**src/rtl/tni_pkg.sv**
```systemverilog
package tni_pkg;
    localparam int DATA_W     = 64;
    localparam int REG_ADDR_W = 4;
    localparam int SRC_IDX_W  = 6;

    // word addresses of the register file
    localparam logic [REG_ADDR_W-1:0] A_CTRL  = 4'd0;
    localparam logic [REG_ADDR_W-1:0] A_CAP   = 4'd1;
    localparam logic [REG_ADDR_W-1:0] A_NOTIF = 4'd2;
    localparam logic [REG_ADDR_W-1:0] A_OFFS  = 4'd3;
    localparam logic [REG_ADDR_W-1:0] A_LEVEL = 4'd4;

    // bit positions in Verilog numbering (MSB-first bit k == Verilog 63-k)
    localparam int CTRL_METHOD_BIT = 63;
    localparam int CTRL_RST_BIT    = 62;
    localparam int VALID_BIT       = 0;

    typedef struct packed {
        logic [DATA_W-1:0] ctrl;
        logic [DATA_W-1:0] cap;
        logic [DATA_W-1:0] notif;
        logic [DATA_W-1:0] offs;
        logic              map_en;
        logic              src_rst;
    } regs_t;

    typedef struct packed {
        logic              req;
        logic [DATA_W-1:0] addr;
        logic [DATA_W-1:0] data;
        logic              err;
    } issue_t;
endpackage

```
**src/rtl/tni_regs.sv**
```systemverilog
module tni_regs
    import tni_pkg::*;
(
    input  logic                  clk,
    input  logic                  rst_n,
    input  logic                  wr_i,
    input  logic [REG_ADDR_W-1:0] addr_i,
    input  logic [DATA_W-1:0]     wdata_i,
    input  logic [DATA_W-1:0]     level_i,
    output logic [DATA_W-1:0]     rdata_o,
    output logic                  method_o,
    output logic                  notif_valid_o,
    output logic [DATA_W-1:0]     notif_addr_o,
    output logic [31:0]           offset_hi_o,
    output logic                  map_en_o,
    output logic                  src_reset_o
);
    regs_t r_d, r_q;

    always_comb begin
        r_d         = r_q;
        r_d.src_rst = 1'b0;
        if (wr_i) begin
            unique case (addr_i)
                A_CTRL: begin
                    r_d.ctrl    = wdata_i;
                    r_d.src_rst = wdata_i[CTRL_RST_BIT];
                end
                A_CAP: begin
                    r_d.cap = wdata_i;
                    if (wdata_i[VALID_BIT] && !r_q.cap[VALID_BIT])
                        r_d.map_en = 1'b1;
                    else if (!wdata_i[VALID_BIT])
                        r_d.map_en = 1'b0;
                end
                A_NOTIF: r_d.notif = wdata_i;
                A_OFFS:  r_d.offs  = wdata_i;
                default: ;
            endcase
        end
    end

    always_ff @(posedge clk or negedge rst_n) begin
        if (!rst_n) r_q <= '0;
        else        r_q <= r_d;
    end

    always_comb begin
        unique case (addr_i)
            A_CTRL:  rdata_o = r_q.ctrl;
            A_CAP:   rdata_o = r_q.cap;
            A_NOTIF: rdata_o = r_q.notif;
            A_OFFS:  rdata_o = r_q.offs;
            A_LEVEL: rdata_o = level_i;
            default: rdata_o = '1;
        endcase
    end

    assign method_o      = r_q.ctrl[CTRL_METHOD_BIT];
    assign notif_valid_o = r_q.notif[VALID_BIT];
    assign notif_addr_o  = r_q.notif;
    assign offset_hi_o   = r_q.offs[DATA_W-1:32];
    assign map_en_o      = r_q.map_en;
    assign src_reset_o   = r_q.src_rst;

    // a reset pulse always follows a control write with bit 62 set
    p_rst_pulse_r8: assert property (@(posedge clk) disable iff (!rst_n)
        src_reset_o |-> $past(wr_i && addr_i == A_CTRL && wdata_i[CTRL_RST_BIT]));
    // map enable rises only on a capability write with the valid bit set
    p_map_rise_r9: assert property (@(posedge clk) disable iff (!rst_n)
        $rose(map_en_o) |-> $past(wr_i && addr_i == A_CAP && wdata_i[VALID_BIT]));
    // map enable falls only on a capability write with the valid bit clear
    p_map_fall_r9: assert property (@(posedge clk) disable iff (!rst_n)
        $fell(map_en_o) |-> $past(wr_i && addr_i == A_CAP && !wdata_i[VALID_BIT]));
endmodule

```
**src/rtl/tni_level.sv**
```systemverilog
module tni_level
    import tni_pkg::*;
#(
    parameter int NUM_SRC = 20
) (
    input  logic                 clk,
    input  logic                 rst_n,
    input  logic                 evt_vld_i,
    input  logic [SRC_IDX_W-1:0] evt_idx_i,
    input  logic                 evt_lvl_i,
    input  logic                 method_i,
    input  logic                 notif_valid_i,
    input  logic [NUM_SRC-1:0]   take_i,
    output logic [DATA_W-1:0]    level_o,
    output logic [NUM_SRC-1:0]   pend_o
);
    typedef struct packed {
        logic [DATA_W-1:0]  lvl;
        logic [NUM_SRC-1:0] pend;
    } trk_t;

    trk_t s_d, s_q;
    logic [NUM_SRC-1:0] hit;

    // one decoder per source; indices at or above NUM_SRC match nothing
    for (genvar n = 0; n < NUM_SRC; n++) begin : g_dec
        assign hit[n] = evt_vld_i && !method_i && (evt_idx_i == SRC_IDX_W'(n));
    end

    always_comb begin
        s_d      = s_q;
        s_d.pend = s_q.pend & ~take_i;
        for (int n = 0; n < NUM_SRC; n++) begin
            if (hit[n]) begin
                s_d.lvl[DATA_W-1-n] = evt_lvl_i;
                if (evt_lvl_i && notif_valid_i) s_d.pend[n] = 1'b1;
            end
        end
    end

    always_ff @(posedge clk or negedge rst_n) begin
        if (!rst_n) s_q <= '0;
        else        s_q <= s_d;
    end

    assign level_o = s_q.lvl;
    assign pend_o  = s_q.pend;

    // the method bit freezes the level register
    p_method_freeze_r3: assert property (@(posedge clk) disable iff (!rst_n)
        method_i |=> $stable(level_o));
    // out-of-range events leave the level register alone
    p_range_r2: assert property (@(posedge clk) disable iff (!rst_n)
        (evt_vld_i && (int'(evt_idx_i) >= NUM_SRC)) |=> $stable(level_o));
endmodule

```
**src/rtl/tni_issue.sv**
```systemverilog
module tni_issue
    import tni_pkg::*;
#(
    parameter int                NUM_SRC   = 20,
    parameter logic [DATA_W-1:0] TRIG_CODE = 64'h0000_0000_8000_0000
) (
    input  logic               clk,
    input  logic               rst_n,
    input  logic [NUM_SRC-1:0] pend_i,
    input  logic               method_i,
    input  logic               notif_valid_i,
    input  logic [DATA_W-1:0]  notif_addr_i,
    input  logic [31:0]        offset_hi_i,
    input  logic               st_ack_i,
    input  logic               st_err_i,
    output logic [NUM_SRC-1:0] take_o,
    output logic               st_req_o,
    output logic [DATA_W-1:0]  st_addr_o,
    output logic [DATA_W-1:0]  st_data_o,
    output logic               err_flag_o
);
    issue_t s_d, s_q;
    logic [SRC_IDX_W-1:0] sel_idx;
    logic                 any_pend;
    logic                 start;

    // lowest pending source wins
    always_comb begin
        sel_idx = '0;
        for (int i = NUM_SRC - 1; i >= 0; i--) begin
            if (pend_i[i]) sel_idx = SRC_IDX_W'(i);
        end
    end

    assign any_pend = |pend_i;
    assign start    = !s_q.req && !method_i && any_pend;
    assign take_o   = start ? (NUM_SRC'(1) << sel_idx) : '0;

    always_comb begin
        s_d = s_q;
        if (s_q.req && st_ack_i) begin
            s_d.req = 1'b0;
            if (st_err_i) s_d.err = 1'b1;
        end
        if (start && notif_valid_i) begin
            s_d.req  = 1'b1;
            s_d.addr = notif_addr_i & ~(DATA_W'(1) << VALID_BIT);
            s_d.data = TRIG_CODE | {32'h0, offset_hi_i} | DATA_W'(sel_idx);
        end
    end

    always_ff @(posedge clk or negedge rst_n) begin
        if (!rst_n) s_q <= '0;
        else        s_q <= s_d;
    end

    assign st_req_o   = s_q.req;
    assign st_addr_o  = s_q.addr;
    assign st_data_o  = s_q.data;
    assign err_flag_o = s_q.err;

    // request and payload hold until acknowledged
    p_hold_r6: assert property (@(posedge clk) disable iff (!rst_n)
        (st_req_o && !st_ack_i) |=> (st_req_o && $stable(st_addr_o) && $stable(st_data_o)));
    // the valid flag never reaches the bus address
    p_addr_r4: assert property (@(posedge clk) disable iff (!rst_n)
        st_req_o |-> !st_addr_o[VALID_BIT]);
    // at most one source is taken per cycle
    p_take_one_r7: assert property (@(posedge clk) disable iff (!rst_n)
        $onehot0(take_o));
    // the error flag is sticky
    p_err_sticky_r10: assert property (@(posedge clk) disable iff (!rst_n)
        err_flag_o |=> err_flag_o);
endmodule

```
**src/rtl/trig_notify_top.sv**
```systemverilog
module trig_notify_top
    import tni_pkg::*;
#(
    parameter int                NUM_SRC   = 20,
    parameter logic [DATA_W-1:0] TRIG_CODE = 64'h0000_0000_8000_0000
) (
    input  logic                  clk,
    input  logic                  rst_n,
    input  logic                  reg_wr_i,
    input  logic [REG_ADDR_W-1:0] reg_addr_i,
    input  logic [DATA_W-1:0]     reg_wdata_i,
    output logic [DATA_W-1:0]     reg_rdata_o,
    input  logic                  evt_vld_i,
    input  logic [SRC_IDX_W-1:0]  evt_idx_i,
    input  logic                  evt_lvl_i,
    output logic                  st_req_o,
    output logic [DATA_W-1:0]     st_addr_o,
    output logic [DATA_W-1:0]     st_data_o,
    input  logic                  st_ack_i,
    input  logic                  st_err_i,
    output logic                  st_err_flag_o,
    output logic                  map_en_o,
    output logic                  src_reset_o
);
    logic               method;
    logic               notif_valid;
    logic [DATA_W-1:0]  notif_addr;
    logic [31:0]        offset_hi;
    logic [DATA_W-1:0]  level;
    logic [NUM_SRC-1:0] pend;
    logic [NUM_SRC-1:0] take;

    tni_regs u_regs (
        .clk           (clk),
        .rst_n         (rst_n),
        .wr_i          (reg_wr_i),
        .addr_i        (reg_addr_i),
        .wdata_i       (reg_wdata_i),
        .level_i       (level),
        .rdata_o       (reg_rdata_o),
        .method_o      (method),
        .notif_valid_o (notif_valid),
        .notif_addr_o  (notif_addr),
        .offset_hi_o   (offset_hi),
        .map_en_o      (map_en_o),
        .src_reset_o   (src_reset_o)
    );

    tni_level #(.NUM_SRC(NUM_SRC)) u_level (
        .clk           (clk),
        .rst_n         (rst_n),
        .evt_vld_i     (evt_vld_i),
        .evt_idx_i     (evt_idx_i),
        .evt_lvl_i     (evt_lvl_i),
        .method_i      (method),
        .notif_valid_i (notif_valid),
        .take_i        (take),
        .level_o       (level),
        .pend_o        (pend)
    );

    tni_issue #(.NUM_SRC(NUM_SRC), .TRIG_CODE(TRIG_CODE)) u_issue (
        .clk           (clk),
        .rst_n         (rst_n),
        .pend_i        (pend),
        .method_i      (method),
        .notif_valid_i (notif_valid),
        .notif_addr_i  (notif_addr),
        .offset_hi_i   (offset_hi),
        .st_ack_i      (st_ack_i),
        .st_err_i      (st_err_i),
        .take_o        (take),
        .st_req_o      (st_req_o),
        .st_addr_o     (st_addr_o),
        .st_data_o     (st_data_o),
        .err_flag_o    (st_err_flag_o)
    );

    initial begin
        if (NUM_SRC < 1 || NUM_SRC > 63) $error("NUM_SRC out of range");
    end
endmodule

```
**config.mk**
```make
export PLATFORM = sky130hd
export DESIGN_NAME = trig_notify_top
export DESIGN_NICKNAME = d
export VERILOG_FILES = /design/src/rtl/tni_pkg.sv /design/src/rtl/tni_regs.sv /design/src/rtl/tni_level.sv /design/src/rtl/tni_issue.sv /design/src/rtl/trig_notify_top.sv
export SDC_FILE = /design/constraint.sdc
export NUM_CORES = 1
export LEC_CHECK = 0
export ABC_AREA = 1
export BUFFER_PORTS_ARGS = -buffer_cell sky130_fd_sc_hd__clkbuf_2
export CAP_MARGIN = 30
export CORE_MARGIN = 5
export CORE_UTILIZATION = 35
export CTS_CLUSTER_DIAMETER = 120
export CTS_CLUSTER_SIZE = 14
export DETAILED_ROUTE_END_ITERATION = 12
export GPL_ROUTABILITY_DRIVEN = 0
export PLACE_DENSITY = 0.6
export SYNTH_ARGS = -nofsm -noshare
export SYNTH_HDL_FRONTEND = slang
export SYNTH_SLANG_ARGS = --single-unit
```
**constraint.sdc**
```tcl
create_clock -name clk -period 5.56 [get_ports clk]
set_input_delay 1.112 -clock clk [delete_from_list [all_inputs] [get_ports clk]]
set_output_delay 1.112 -clock clk [all_outputs]
set_load 0.05 [all_outputs]
```
[Yosys cells after proc, flatten, opt, wreduce, memory -nomap -nowiden]
Cells that the tools add are included.
Cells by class
  equality and inequality tests: 24
  shift-type cells: 1
  mux-type cells: 68
  bitwise gates (word level): 3
  reduce and logical (&&, ||, !) cells: 40
Operator list (number)
  $pmux 64 s5: 1
  $mux 129: 1
  $mux 6: 19
  $eq 6x4->1 const B: 8
  $mux 1: 45
  $or 32x6->32: 1
  $logic_and 1x1->1: 27
  $eq 6x3->1 const B: 4
  $eq 6x5->1 const B: 4
  $and 20x20->20: 1
  $mux 20: 1
  $not 20->20: 1
  $reduce_or 20->1: 1
  $shl 1x6->20 const A: 1
  $eq 6x2->1 const B: 2
  $reduce_and 2->1: 5
  $eq 4x2->1 const B: 2
  $eq 6x1->1 const B: 1
  $logic_not 6->1: 1
  $mux 5: 1
  $eq 4x1->1 const B: 1
  $eq 4x3->1 const B: 1
  $logic_not 4->1: 1
  $logic_not 1->1: 3
  other kinds (3): 3
Storage, ports and cells
  register bits after elaboration: 427
  input port bits: 81
  output and inout bits: 196
  logic and storage cells: 167

[Depth between registers and ports, before layout]
Gate-level depths: netlist of the first run.
  depth in word-level cells: 26
  depth in mapped cells: 24

[By module]
A second synthesis of the first run with hierarchy kept.
Unflattened totals
  cell total of the unflattened synthesis: 2755
  area total of the unflattened synthesis: 20447.1 um^2
By module, submodules not included
  tni_regs: times used 1, cells an instance 1926, area an instance 13875.8 um^2, seq. area each 6456.2 um^2
  tni_issue: times used 1, cells an instance 542, area an instance 4341.7 um^2, seq. area each 2427.3 um^2
  tni_level: times used 1, cells an instance 287, area an instance 2229.6 um^2, seq. area each 1001.0 um^2

[Worst setup path before layout of the first run]
Ideal clock, no wire load.
  path type: in2out
  start point: in reg_addr_i[2]
  end point: out reg_rdata_o[14]
  arrival: 2769 ps
  setup slack: 1679 ps
  stages on the path: 5
  cell sequence: nor2_1 > nand3_1 > clkbuf_1 > buf_1 > o2111ai_1
Between the ends
  longest elaborated chain between the ends: 2
  elaborated cells between the ends (all ways): 6
RTL lines
  start: declaration: RTL line trig_notify_top.sv:10  | input logic [REG_ADDR_W-1:0] reg_addr_i,
  $eq 4x3->1 (tied with other cells): RTL line tni_regs.sv:49  | unique case (addr_i)
  $pmux 64 s5 (*): RTL line tni_regs.sv:49
  end: declaration: RTL line trig_notify_top.sv:12  | output logic [DATA_W-1:0] reg_rdata_o,
Mark *: on every way between the ends. The rest lies on a longest branch, timed or not.

[Worst setup path in the final report of the first run]
  start point: in reg_addr_i[1]
  end point: out reg_rdata_o[51]
The elaborated chain is that of the path after synthesis.

==> results of run 1 <==
## through the flow
stage | power, mW | cell area, µm² | hold WS, ns | worst slack (ns)
final | 9.86 | 19600 | 0.476 | 1.23
after global routing | 10.5 | 19600 | 0.491 | 1.07
after CTS | 9.98 | 19600 | 0.480 | 1.17
after detailed placement | 7.76 | 18700 | 0.463 | 1.18
after global placement | 7.68 | 18600 | 0.447 | 1.20
after floorplan | 6.76 | 17100 | 0.453 | 1.68
## metal layers
layer,up-vias,track usage
met1,6667,0.253
li1,6600,-
met5,-,0
met3,76,0.0375
met2,361,0.296
met4,2,0.0547
## worst reg2reg max path, delay by kind of cell (launching register included)
| kind | cells | cell delay, ns |
|---|---|---|
| simple gates | 6 | 1.30 |
| buf+inv | 2 | 0.83 |
| flops | 1 | 0.40 |
| compound gates | 1 | 0.21 |
## final timing paths
kind	from	end	slack (ns)	depth (start not counted)
worst max-delay path	reg_addr_i[1]	reg_rdata_o[51]	1.23	11
worst min-delay path	u_issue.st_data_o[31]$_DFFE_PN0P_	u_issue.st_data_o[31]$_DFFE_PN0P_	0.48	1
worst max register to register	u_level.pend_o[12]$_DFF_PN0_	u_issue.st_req_o$_DFFE_PN0P_	2.65	9
worst min register to register	u_issue.st_data_o[31]$_DFFE_PN0P_	u_issue.st_data_o[31]$_DFFE_PN0P_	0.48	1
max in group asynchronous	rst_n	u_regs.r_q[12]$_DFFE_PN0P_	3.83	2
min in group asynchronous	rst_n	u_issue.err_flag_o$_DFFE_PN0P_	0.57	1
## area by class of cell
| class | instances | area [µm²] |
|---|---|---|
| Antenna cell | 2 | 5.00 |
| Timing Repair Buffer | 266 | 1480 |
| Fill cell | 4888 | 28300 |
| Inverter | 194 | 728 |
| Clock inverter | 2 | 25.0 |
| Multi-Input combinational cell | 1238 | 5800 |
| Sequential cell | 395 | 9880 |
| Clock buffer | 35 | 876 |
| Tap cell | 615 | 769 |
## kinds of logic (layout without fill, tap and decap cells)
group                  Yosys count  in the layout  share of synthesized area
buffers and inverters          340            497                     0.0872
flip-flops                     395            395                      0.583
AND/OR/NAND/NOR                683            683                      0.159
AO/OA/AOI/OAI                  522            522                      0.171
other                            1             35                   0.000221
## sequential cells by signal, indices dropped and copies added (netlist names), 20 cells and up
name	flops
u_regs.r_q	159
u_level.pend_o	20
u_regs.notif_addr_o	64
u_regs.offset_hi_o	32
u_issue.st_addr_o	63
u_level.level_o	20
u_issue.st_data_o	32
## Yosys cell counts (all sizes together)
library cell and n:
or2 1, buf 58, o21ai 377, nor3 5
a31o 1, dfrtp 395, o311ai 1, nand2 579
a31oi 2, nand4 4, nand3 24, nor4 3
o211ai 9, a21oi 62, o2111ai 44, o21bai 2
a2bb2oi 1, conb 1, nor2 67, o22a 1
o22ai 2, a221oi 20, clkbuf 88, inv 194
## power by group through the flow
stage	logic (mW)	clock network (mW)	registers (mW)
6_report	3.54	2.18	4.15
3_5_place_dp	3.57	0	4.19
3_3_place_gp	3.52	0	4.17
2_1_floorplan	1.52	0	5.24
4_1_cts	3.57	2.26	4.15
5_1_grt	3.84	2.37	4.24
==> impl_results.md, run 1 <==
* Largest cells by area after synthesis: dfrtp_1 (58%), nand2_1 (13%), o21ai_0 (11%)
* Most frequent cells in the layout: nand2_1 (569), dfrtp_1 (395), o21ai_0 (362)
* Post CTS Setup Buffer Count at 0
* Largest net degree at the start of global routing at 120
* DP Wirelength at 33,700 µm
* Top-level I/O count at 277
* Layout Area Growth over Synthesis at 15.3%
* Mapped cell area at 17,000 µm²
* Skew final at 0.0291 ns
* Sequential area share after synthesis at 0.583
* Slew headroom at 0.401
* Warnings from Yosys at 0
* Top sig layer: met5
* CTS H-Tree Depth at 2
* Distinct cells, synth at 36
* Number of remaining DRC errors at 0
* Total negative slack at 0 ns
* Synth area leader: dfrtp_1
* Total Wirelength at 49,900 µm
* Hold_buf cts at 0
* Worst-Margin Slew at 0.899 ns
* CP Buf/Inv Count at 4
* Cell Chain, Critical Path: clkbuf_2, nor2_1, nand2_1, nor2_2, buf_4, nor2_4, inv_1, o21ai_0, a221oi_1, o211ai_1, clkbuf_2
* Number of routed nets with antenna violations at 0
* CP endpoint kind: output port
* Final Hold Viols at 0
* Clk_lat worst skew at 0.55 ns
* Clock network fraction of design power at 0.221
* Crit-path leading delay family: buffers and inverters
* Setup-failing EPs final at 0
* Leakage at 9.64 nW
* Worst EP arrival at 3.22 ns
* Vias in the first global route at 13,400
* Critical Path Most Common Cell: clkbuf_2
* Met2 wire length at 23,400 µm
* Most common cell after layout, fill and taps aside: nand2_1
* GRT Total Usage at 0.184
* Period utilization at 0.779
* Sw Ratio at 0.432
* Pins Over Slew Limit at 0
* Power per cell area at 504 nW/µm²
* Cell total after placement at 2,708
* Final Util at 0.409
* Top cell type's share of synthesized area at 0.583
* Drt first pass iters at 5
* Slowest Stage Delay on Critical Path at 0.51 ns
* Worst vdd ir at 343 µV
* Final #Nets at 2,210
* Clock Path Buffers at 3
* Slowest stage cell, crit path: nor2_4
* Hold Crit Class: flop to flop
* TritonCTS buffer count at 34
* First-pass GRT wire length at 78,000 µm
* CTS root buffer: clkbuf_16
* Syn Inst Count at 1,941
* WP data required at 4.45 ns
* Core area at 47,800 µm²
* GRT overflow at 0
* Max_cap viols at 0
* Period minus WS final at 4.33 ns
* Clock transition at path regs at 0.07 ns
* Port Buffers at 243
* Die span in x at 230 µm
* Via density at 4.99
* Starting Density at 0.355
* Clock sinks at 395
* Final cell count without fillers at 2,747
* Routed met3 length at 2880 µm
* Status: finished, final reports clean
* Row cnt at 80
* Die ar. at 53,000 µm²
* DR iter-0 viols at 1,220
* Drt wl/cell at 18.2 µm
* Achievable Freq at 231 MHz
* Total internal power at 5.60 mW
* Comb power frac at 0.359
* CP startpoint kind: input pin
* Metal1 wirelength at 22,300 µm
* Net Sw Power at 4.26 mW
* RSZ-0062 raised after global routing: no
* Avg Inst Size Synth at 8.74 µm²
* Share of post-route cells with drive strength above 1 at 0.155
* Yosys reg bits at 395
* CTS tree: built
* Seq pwr share at 0.420
* Via count at 13,700
* Die Y at 230 µm
* Max FO, Critical Path at 21
* CP Class: input pin to output port
* Resize count post-CTS at 0
* Initial antenna violation count at 3
(Power assumes the default switching activity.)
==> run 2: changes to the inputs <==
Clock period 5.56 ns to 4.27 ns, I/O delays scaled along.
==> impl_results.md, run 2 (synthesis gave the netlist of run 1 again) <==
* Status: finished, final reports clean
* Total Wirelength at 50,600 µm
* Share of post-route cells with drive strength above 1 at 0.155
* Final #Nets at 2,209
* Hold Crit Class: input pin to asynchronous set/reset pin
* CTS H-Tree Depth at 2
* Critical Path Start: reg_addr_i[2]
* Power per cell area at 642 nW/µm²
* CP Class: input pin to output port
* Total power at 12.9 mW
* Pins Over Slew Limit at 0
* CP Buf/Inv Count at 5
* CTS root buffer: clkbuf_16
* R2R setup slack at 1.64 ns
* Cell Chain, Critical Path: clkbuf_2, nor2_1, nand3_1, buf_4, inv_2, buf_12, nand2_1, o2111ai_1, clkbuf_2
* Slowest stage cell, crit path: nor2_1
* Drt first pass iters at 7
* Clock Path Buffers at 3
* Resize count post-CTS at 0
* Critical path depth at 9
* Biggest register: u_regs.r_q
* TritonCTS buffer count at 34
* Setup crit end: reg_rdata_o[3]
* GRT Total Usage at 0.190
* Worst reg2reg path endpoint: u_issue.st_data_o[31]$_DFFE_PN0P_
* CP startpoint kind: input pin
* Hold_buf cts at 0
* RSZ-0062 raised after global routing: no
* Critical Path Most Common Cell: clkbuf_2
* Period minus WS final at 3.63 ns
* Port Buffers at 243
* Fillcell total at 4,774
* Layout Area Growth over Synthesis at 18.8%
* Core area at 47,800 µm²
* Achievable Freq at 275 MHz
* Total negative slack at 0 ns
* Vias in the first global route at 13,900
* WP data required at 3.42 ns
* DP Wirelength at 33,400 µm
* Post CTS Setup Buffer Count at 0
* Setup Slack @ Placement at 0.625 ns
* Reg2Reg Depth at 9
* Number of remaining DRC errors at 0
* Clock transition at path regs at 0.07 ns
* Via count at 13,800
* Die span in x at 230 µm
* Via density at 5.02
* Max FO, Critical Path at 52
* Clk_lat worst skew at 0.54 ns
* DR iter-0 viols at 1,105
* Initial antenna violation count at 2
* Most frequent cells in the layout: nand2_1 (569), dfrtp_1 (395), o21ai_0 (362)
* Crit-path leading delay family: buffers and inverters
* Setup-failing EPs final at 0
* Worst EP arrival at 2.78 ns
* GRT overflow at 0
* Die ar. at 53,000 µm²
* Skew final at 0.0136 ns
* Drt wl/cell at 18.4 µm
* Starting Density at 0.355
* Largest net degree at the start of global routing at 123
* CP endpoint kind: output port
* Most common cell after layout, fill and taps aside: nand2_1
* Leakage at 9.87 nW
* Slew headroom at 0.434
* Slowest Stage Delay on Critical Path at 0.41 ns
* Period utilization at 0.851
* Die Y at 230 µm
* Fin worst setup slack at 0.637 ns
* Worst-Margin Slew at 0.850 ns
* Top-level I/O count at 277
* First-pass GRT wire length at 80,600 µm
* Row cnt at 80
* Max_cap viols at 0
* RR Startpoint: u_level.pend_o[0]$_DFF_PN0_
* Worst vdd ir at 387 µV
* Final Hold Viols at 0
* Number of routed nets with antenna violations at 0
* CTS tree: built
* Max FFs per register at 159
* Clock sinks at 395
run 2: changes by cell type in the layout (fill, tap and decap cells not counted), sizes merged:
cell    delta
diode      -1
clkbuf    -37
buf       +36
run 2: worst min path at each step:
stage                     cells past startpoint                           startpoint                             endpoint
final                                         1                                rst_n   u_regs.offset_hi_o[22]$_DFFE_PN0P_
after CTS                                     1                                rst_n         u_issue.st_req_o$_DFFE_PN0P_
after global routing                          1                                rst_n         u_issue.st_req_o$_DFFE_PN0P_
after detailed placement                      1    u_issue.st_data_o[31]$_DFFE_PN0P_    u_issue.st_data_o[31]$_DFFE_PN0P_
after floorplan                               2  u_regs.notif_addr_o[10]$_DFFE_PN0P_  u_regs.notif_addr_o[10]$_DFFE_PN0P_
after global placement                        1       u_issue.err_flag_o$_DFFE_PN0P_       u_issue.err_flag_o$_DFFE_PN0P_
run 2: per-stage QoR:
step / utilization / hold slack, ns / instances / area [µm²]
final: 0.421 / 0.360 / 2745 / 20200
after global routing: 0.421 / 0.402 / 2744 / 20200
after CTS: 0.421 / 0.350 / 2744 / 20200
after detailed placement: 0.402 / 0.458 / 2707 / 19300
after global placement: 0.402 / 0.449 / 2707 / 19300
after floorplan: - / 0.453 / 1973 / 17100
run 2: metal layers:
layer	vias up	track usage	wire [µm]
li1	6583	-	-
met1	6725	0.256	22200
met2	398	0.308	23700
met3	73	0.0453	3360
met4	2	0.0574	1300
met5	-	0	13
run 2: area by class of cell:
| cell class | instances | area (µm²) | area share |
|---|---|---|---|
| sequential | 395 | 9880 | 0.490 |
| multi-input combinational | 1238 | 5800 | 0.288 |
| timing repair buffer | 265 | 2070 | 0.103 |
| clock buffer | 35 | 876 | 0.0435 |
| tap | 615 | 769 | 0.0382 |
| inverter | 194 | 728 | 0.0361 |
| clock inverter | 2 | 25.0 | 0.00124 |
| antenna | 1 | 2.50 | 0.000124 |
run 2: where the power goes:
| group | switching, mW | internal, mW |
|---|---|---|
| combinational | 3.59 | 1.13 |
| sequential | 0.629 | 4.77 |
| clock | 1.36 | 1.46 |
| total | 5.58 | 7.36 |
==> run 3: changes to the inputs <==
Settings changed: CORE_MARGIN 5 to 2.
==> impl_results.md, run 3 (synthesis gave the netlist of run 1 again) <==
* Status: finished, final reports clean
* Top-level I/O count at 277
* Row cnt at 80
* Max FFs per register at 159
* Skew final at 0.0292 ns
* Critical Path Most Common Cell: clkbuf_2
* Slowest stage cell, crit path: buf_4
* Final #Nets at 2,210
* Core area at 47,800 µm²
* Total negative slack at 0 ns
* Fillcell total at 4,789
* Clk_lat worst skew at 0.56 ns
* Drt wl/cell at 18.0 µm
* Pins Over Slew Limit at 0
* CTS root buffer: clkbuf_16
* Number of routed nets with antenna violations at 0
* Largest net degree at the start of global routing at 113
* Final Hold Viols at 0
* Vias in the first global route at 13,500
* CP Buf/Inv Count at 4
* WP data required at 3.42 ns
* Reg2Reg Depth at 9
* Hold Crit Class: input pin to asynchronous set/reset pin
* Resize count post-CTS at 0
* Period utilization at 0.862
* Multi-input gate area at 5800 µm²
* Total Wirelength at 49,600 µm
* Worst reg2reg path endpoint: u_issue.st_data_o[31]$_DFFE_PN0P_
* GRT overflow at 0
* Critical Path Start: reg_addr_i[2]
* Layout Area Growth over Synthesis at 17.1%
* RSZ-0062 raised after global routing: no
* Cell total after placement at 2,708
* Crit-path leading delay family: buffers and inverters
* TritonCTS buffer count at 34
* Clock sinks at 395
* Drt first pass iters at 5
* Slew headroom at 0.380
* Power per cell area at 649 nW/µm²
* RR Startpoint: u_level.pend_o[12]$_DFF_PN0_
* CTS tree: built
* Via density at 5.00
* GRT Total Usage at 0.198
* Biggest register: u_regs.r_q
* Clock transition at path regs at 0.07 ns
* Die ar. at 50,300 µm²
* Most common cell after layout, fill and taps aside: nand2_1
* Die span in x at 224 µm
* Final cell count without fillers at 2,748
* Critical path depth at 8
* Cell Chain, Critical Path: clkbuf_2, nor2_1, nand2_1, inv_2, buf_4, a21oi_1, o2111ai_1, clkbuf_2
* Starting Density at 0.355
* Leakage at 9.76 nW
* Period minus WS final at 3.68 ns
* CP Class: input pin to output port
* Achievable Freq at 272 MHz
* DR iter-0 viols at 1,208
* Number of remaining DRC errors at 0
* Post CTS Setup Buffer Count at 0
* CP endpoint kind: output port
* Max_cap viols at 0
* First-pass GRT wire length at 77,600 µm
* Initial antenna violation count at 3
* Hold_buf cts at 0
* Reg area at 9880 µm²
* CTS H-Tree Depth at 2
* Setup crit end: reg_rdata_o[27]
* R2R setup slack at 1.36 ns
* CP startpoint kind: input pin
* Worst-Margin Slew at 0.930 ns
* Slowest Stage Delay on Critical Path at 0.43 ns
* Most frequent cells in the layout: nand2_1 (569), dfrtp_1 (395), o21ai_0 (362)
* Port Buffers at 243
* Max FO, Critical Path at 24
* Worst vdd ir at 540 µV
* Clock Path Buffers at 3
* Setup-failing EPs final at 0
* Worst EP arrival at 2.83 ns
* Share of post-route cells with drive strength above 1 at 0.155
* Via count at 13,700
* DP Wirelength at 32,500 µm
* Die Y at 224 µm
## run 3: changes by cell type in the layout (fill, tap and decap cells not counted)
cell	previous run	this run
buf_4	12	13
inv_8	0	1
diode_2	1	2
clkbuf_1	0	1
clkinv_8	1	0
clkbuf_2	205	225
buf_12	47	27
## run 3: how the worst min path moves through the flow
stage	from	end	slack [ns]	depth (start not counted)
after floorplan	u_regs.notif_addr_o[10]$_DFFE_PN0P_	u_regs.notif_addr_o[10]$_DFFE_PN0P_	0.45	2
after global placement	u_issue.err_flag_o$_DFFE_PN0P_	u_issue.err_flag_o$_DFFE_PN0P_	0.45	1
after detailed placement	u_issue.err_flag_o$_DFFE_PN0P_	u_issue.err_flag_o$_DFFE_PN0P_	0.46	1
after CTS	rst_n	u_issue.st_data_o[28]$_DFFE_PN0P_	0.43	1
after global routing	rst_n	u_issue.st_data_o[28]$_DFFE_PN0P_	0.46	1
final	rst_n	u_issue.st_data_o[28]$_DFFE_PN0P_	0.40	1
## run 3: area by class of cell
cell class / count / share of cell area
Antenna cell: 2 / 0.000252
Timing Repair Buffer: 266 / 0.0896
Multi-Input combinational cell: 1238 / 0.292
Inverter: 194 / 0.0367
Sequential cell: 395 / 0.498
Clock buffer: 36 / 0.0443
Tap cell: 615 / 0.0387
Clock inverter: 2 / 0.00101
## run 3: metal layers
layer  GRT usage  part of all wire  vias up  wire, µm
met5           0           0.00056        -        28
met4      0.0701             0.037        4      1820
met3      0.0425             0.061       99      3020
met2       0.314              0.46      437     22600
met1       0.269              0.45     6601     22100
li1            -                 -     6603         -
## run 3: worst register-to-register path, cell delays in order, from the launching register on
cell and delay [ns]:
dfrtp_1 0.40, nor4_1 0.31, inv_1 0.10, nor2_1 0.14, nand2_1 0.14, nand2_2 0.12
nand2_1 0.15, nand2_8 0.41, inv_1 0.57, or2_2 0.46
## run 3: through the flow
| step | total power [mW] | utilization | hold WS (ns) | worst slack (ns) | area [µm²] |
|---|---|---|---|---|---|
| detailed placement | 10.1 | 0.396 | 0.456 | 0.617 | 19000 |
| global placement | 10.0 | 0.396 | 0.449 | 0.658 | 19000 |
| global route | 13.7 | 0.415 | 0.463 | 0.472 | 19900 |
| finish | 12.9 | 0.415 | 0.400 | 0.587 | 19900 |
| floorplan | 8.80 | - | 0.453 | 0.905 | 17100 |
| CTS | 13.0 | 0.415 | 0.430 | 0.614 | 19900 |
## run 3: report_power, final
group	total, mW	internal, mW	switching (mW)
sequential	5.40	4.77	0.631
combinational	4.63	1.09	3.54
clock	2.86	1.46	1.39
total	12.9	7.32	5.56
